## config.mk

```make
export PLATFORM = sky130hd
export DESIGN_NAME = fault_ring
export DESIGN_NICKNAME = d
export VERILOG_FILES = /design/src/rtl/fault_ring.sv
export SDC_FILE = /design/constraint.sdc
export NUM_CORES = 2
export LEC_CHECK = 0
export ABC_AREA = 1
export BUFFER_PORTS_ARGS = -buffer_cell sky130_fd_sc_hd__buf_2
export CORE_MARGIN = 4
export CORE_UTILIZATION = 45
export DETAILED_ROUTE_END_ITERATION = 8
export SLEW_MARGIN = 5
export SYNTH_ARGS = -nofsm -noshare
export SYNTH_HDL_FRONTEND = slang
export SYNTH_SLANG_ARGS = --single-unit
```

## constraint.sdc

```tcl
create_clock -name clk -period 2 [get_ports clk]
set_clock_uncertainty 0.2 [all_clocks]
set_input_delay 0 -clock clk [delete_from_list [all_inputs] [get_ports clk]]
set_output_delay 0 -clock clk [all_outputs]
set_load 0.02 [all_outputs]
```

## src/rtl/fault_ring.sv

```systemverilog
module fault_ring #(
  parameter int N_ENT = 8,
  localparam int PW = (N_ENT > 1) ? $clog2(N_ENT) : 1,
  localparam int AW = $clog2(4 * N_ENT + 2)
) (
  input  logic          clk,
  input  logic          rst_n,
  input  logic          flt_vld,
  input  logic [126:0]  flt_data,
  input  logic          reg_we,
  input  logic [AW-1:0] reg_addr,
  input  logic [31:0]   reg_wdata,
  output logic [31:0]   reg_rdata,
  output logic          irq
);

  localparam logic [AW-1:0] ST_A = AW'(4 * N_ENT);
  localparam logic [AW-1:0] CT_A = AW'(4 * N_ENT + 1);
  localparam logic [PW-1:0] LAST = PW'(N_ENT - 1);

  logic [126:0]     row [N_ENT];
  logic [N_ENT-1:0] vld;
  logic [N_ENT-1:0] clr_vec;
  logic [PW-1:0]    ptr, fri;
  logic             ovf, pend, ien;

  wire            sw_ent = reg_addr < ST_A;
  wire [PW-1:0]   sw_idx = PW'(reg_addr >> 2);
  wire            st_wr  = reg_we && reg_addr == ST_A;
  wire            ct_wr  = reg_we && reg_addr == CT_A;

  always_comb begin
    for (int e = 0; e < N_ENT; e++)
      clr_vec[e] = reg_we && sw_ent && reg_addr[1:0] == 2'd3 &&
                   reg_wdata[31] && sw_idx == PW'(e);
  end

  wire occ  = vld[ptr] && !clr_vec[ptr];
  wire rec  = flt_vld && !occ;
  wire drop = flt_vld && occ;

  always_ff @(posedge clk or negedge rst_n) begin
    if (!rst_n) begin
      vld <= '0;
      for (int e = 0; e < N_ENT; e++) row[e] <= '0;
    end else begin
      for (int e = 0; e < N_ENT; e++) begin
        if (rec && ptr == PW'(e)) begin
          row[e] <= flt_data;
          vld[e] <= 1'b1;
        end else if (clr_vec[e]) begin
          vld[e] <= 1'b0;
        end
      end
    end
  end

  always_ff @(posedge clk or negedge rst_n) begin
    if (!rst_n) begin
      ptr  <= '0;
      fri  <= '0;
      ovf  <= 1'b0;
      pend <= 1'b0;
      ien  <= 1'b0;
    end else begin
      if (rec) ptr <= (ptr == LAST) ? '0 : ptr + 1'b1;
      if (rec && !pend) fri <= ptr;
      if (rec) pend <= 1'b1;
      else if (st_wr && reg_wdata[1]) pend <= 1'b0;
      if (drop) ovf <= 1'b1;
      else if (st_wr && reg_wdata[0]) ovf <= 1'b0;
      if (ct_wr) ien <= reg_wdata[0];
    end
  end

  assign irq = ien & (pend | ovf);

  logic [126:0] rd_row;
  assign rd_row = row[sw_idx];

  always_comb begin
    reg_rdata = '0;
    if (sw_ent) begin
      case (reg_addr[1:0])
        2'd0: reg_rdata = rd_row[31:0];
        2'd1: reg_rdata = rd_row[63:32];
        2'd2: reg_rdata = rd_row[95:64];
        default: reg_rdata = {vld[sw_idx], rd_row[126:96]};
      endcase
    end else if (reg_addr == ST_A) begin
      reg_rdata = (32'(fri) << 8) | {30'd0, pend, ovf};
    end else if (reg_addr == CT_A) begin
      reg_rdata = {31'd0, ien};
    end
  end

endmodule

```

==> out/metrics.yaml <==
outcome:
  status: "complete, but fails checks"
  failed_checks: "negative setup slack"
hold_path:
  worstHoldStart: "flt_data[18]"
  hold_end: "row[272]$_DFFE_PN0P_"
  min_path_cells: 4
  hold_path.class: "in2reg"
place:
  area_after_dpl_sq_um: 55110
  buffer_ports.inserted: 172
  post-dp-hpwl_um: 121900
  dpl.cell_count: 7721
  place_congestion: 0.8866
pwr:
  net-switching-power_uw: 38730
  swShare_pct: 38.56
  power.density_nw_per_um2: 1440
  power_frac_clock_pct: 21.4
  combinationalPowerShare_pct: 42.8
  seq_power_share_pct: 35.8
  p_int_uw: 61720
  leakage_power_uw: 0.03411
  design_power_total_uw: 100500
  worst_vdd_rail_ir_drop_mv: 1.385
critical_path:
  worstRegToRegCells: 8
  rr_startpoint: "ptr[0]$_DFFE_PN0P_"
  rr_endpoint: "row[911]$_DFFE_PN0P_"
  timing_worst_setup_path_type: "reg2reg"
  worst_setup_path_end_kind: "flip-flop"
  cp.required_ps: 2450
  timing.critical_path.from_type: "flip-flop"
  rrSetupSlack_ps: -590
  critical_path_arrival_ps: 3040
  worst_setup_path_startpoint: "ptr[0]$_DFFE_PN0P_"
  worst-path-max-fanout: 101
clock_tree:
  cts.sinks: 1033
  clk_transition_reported_paths_ps: 60
  cts_tree: "built"
  ctsRootBufferMaster: "clkbuf_16"
  h_tree_level_count: 3
  worst_skew_pair.late_latency_ps: 710
  cts_max_path_buffers: 3
  cts_made_buffers: 113
timing:
  slew_viol_final: 0
  slew_headroom_pct: 22.84
  post-route-period-util_pct: 129.6
  min_period_ps: 2591
  post-route-worst-setup-slack_ps: -591.4
  grt_setup_unrepaired: "yes"
  timing.final.setup_violations: 1063
  achievable_frequency_mhz: 385.9
  finalHoldViolCount: 0
  transition_time_at_the_pin_with_the_least_slew_margin_ps: 1157
synth:
  netlist_area_sq_um: 48870
  synth.distinct_cells: 32
  synth_area_per_cell_sq_um: 7.802
  ys.warnings.count: 0
  synth_compound_area_share_pct: 5.264
  synth-simple-area-share_pct: 35.84
  yosys-top-cells-area: "dfrtp_1, nand2_1, nand3_1, clkbuf_1, nand4_1"
  synth.top_cell.area_share_pct: 52.90
  mappedNetlistNets: 6439
  main_combinational_cell_family_by_area_after_synthesis: "simple AND/OR/NAND/NOR gates"
  synth.yosys.seq_area_share_pct: 52.90
  leading_area_contributor_after_synthesis: "dfrtp_1"
  synth_xor_area_share_pct: 0
  synth-seq-cells: 1033
  post_synth_fa_ha_maj_area_fraction_pct: 0.1536
  postSynthCellCount: 6264
  synthMuxAreaShare_pct: 0
drt:
  wl_um: 220500
  vias: 51531
  viasPerCell: 6.124
  avgRoutedWirePerCell_um: 26.20
  initialDrtViolationCount: 7257
  detail-route-antenna-nets: 0
  drc: 0
  firstDrtPassIters: 6
layout:
  final_layout_size_suffix_gt1_share_pct: 25.59
  flow.area_growth_from_synthesis_pct: 42.79
  finish.net_count: 7085
  post_layout_nonfiller_instances: 8415
  postLayoutCellArea_sq_um: 69780
global_routing:
  grt_first_pass_wirelength_um: 310100
  number_of_antenna_violations_at_the_first_check_in_global_routing: 12
  grtUsageTotal_pct: 35.78
  grt_max_degree: 102
  globalRoute.totalOverflow: 0
  via_count_of_the_first_global_routing_pass: 47984
die:
  pin_count: 202
  rows: 120
  die-area_sq_um: 113900
  core_region_area_sq_um: 107500
  dieHeight_um: 337.5
  floorplan.initialDensity_pct: 45.46
  die_w_um: 337.5
flow_run:
  max_cap_violation_count: 0
==> logic make-up (layout without fill, tap and decap cells) <==
| logic type | Yosys count | count (layout) |
|---|---|---|
| AOI/OAI and AO/OA | 393 | 393 |
| and+or+nand+nor | 4167 | 4167 |
| adders and majority gates | 6 | 6 |
| DFF | 1033 | 1033 |
| buffers and inverters | 665 | 1400 |
| other | 0 | 13 |
==> Yosys cell counts <==
master,n
a22oi_1,109
a211oi_1,3
a311oi_1,1
o211ai_1,36
nor2_4,2
clkbuf_1,412
nor3b_1,1
dfrtp_1,1033
o21a_1,1
a31oi_1,1
ha_1,6
o31ai_1,19
buf_4,44
nand3b_1,2
o221ai_1,13
buf_2,132
nand3_1,1124
clkinv_1,1
a21oi_1,40
or2_2,3
buf_6,4
nor2_1,111
nand2_1,2736
nand4_1,157
inv_1,30
inv_2,6
o21ai_0,67
o2111ai_1,1
nor2_2,2
buf_1,36
o22ai_1,102
nor3_1,29
==> state kept, by name, summed over array words and instances, names as in the netlist <==
signal  cells
fri         3
ptr         3
pend        1
ovf         1
ien         1
vld         8
row      1016
==> layout by cell type, fill, tap and decap left out, types with 8 or more instances in the layout <==
cell type | synthesis | final
nand2_1 | 2736 | 2370
dfrtp_1 | 1033 | 1031
nand3_1 | 1124 | 902
buf_4 | 44 | 293
nand2_2 | 0 | 272
dlygate4sd3_1 | 0 | 248
buf_12 | 0 | 217
nand3_2 | 0 | 203
clkbuf_16 | 0 | 193
nand4_1 | 157 | 157
buf_2 | 132 | 141
o22ai_1 | 102 | 99
a22oi_1 | 109 | 94
nand2_4 | 0 | 94
buf_6 | 4 | 94
nor2_1 | 111 | 58
buf_16 | 0 | 58
o21ai_0 | 67 | 41
nor2_4 | 2 | 36
a21oi_1 | 40 | 36
o211ai_1 | 36 | 36
clkbuf_1 | 412 | 32
buf_8 | 0 | 32
clkbuf_8 | 0 | 29
inv_1 | 30 | 26
nor3_1 | 29 | 26
nor2_2 | 2 | 21
nand3_4 | 0 | 19
o31ai_1 | 19 | 18
o21ai_1 | 0 | 15
a22oi_2 | 0 | 15
clkinv_2 | 0 | 15
diode_2 | 0 | 13
o21ai_4 | 0 | 8
==> metal layers <==
metal	track usage (%)	routed length, um	up-vias
met4	14.56	12000	2
met1	49.44	83300	25151
li1	-	-	21951
met3	7.825	27120	701
met5	0	13	-
met2	54.94	98030	3726
==> how the worst max path moves through the flow <==
stage                           end  cells past startpoint  slack [ps]
6_report       row[911]$_DFFE_PN0P_                      8        -590
3_3_place_gp          reg_rdata[21]                     14        -750
5_1_grt        row[643]$_DFFE_PN0P_                     15        -640
3_5_place_dp          reg_rdata[21]                     14        -840
4_1_cts               reg_rdata[19]                      9        -580
2_1_floorplan  row[441]$_DFFE_PN0P_                     12         -20
==> metrics by stage <==
stage	utilization (%)	worst slack, ps	setup TNS, ps	hold WS, ps
2_1_floorplan	-	-20.00	-5315	-495.6
3_3_place_gp	51.26	-752.3	-310990	-298.8
3_5_place_dp	51.26	-836.1	-333280	-300.2
4_1_cts	60.43	-577.3	-443030	1.437
5_1_grt	64.88	-643.8	-538590	20.81
6_report	64.91	-591.4	-477810	16.44
==> power by group through the flow <==
stage	registers (uW)	logic (uW)	clock network (uW)
global route	36700	45400	22500
floorplan	33800	17700	0
detailed placement	35000	28900	0
finish	36000	43000	21500
CTS	35000	34800	21500
global placement	34900	28300	0
==> critical path, stage by stage (launching register included) <==
cell	delay [ps]
dfrtp_2	470
inv_4	120
buf_4	150
ha_1	170
inv_1	70
nor2_4	140
buf_12	460
nand3_1	200
nand2_2	120
==> final cells by class <==
cell class,count,area (sq um)
fill,8546,37720
inverter,37,168.9
clock inverter,26,296.5
multi-input combinational,4566,23460
sequential,1033,25850
timing repair buffer,1159,14770
tap,1403,1755
antenna,13,32.53
clock buffer,178,3447
==> what timing repair did <==
item,4_1_cts,5_1_grt
hold buffers,249,0
pin swaps,206,238
endpoints found under the hold margin,2064,0
buffers inserted,62,68
endpoints found under the setup margin,1059,1063
gates cloned,58,90
gates resized for setup,469,692
(Power assumes the default switching activity.)
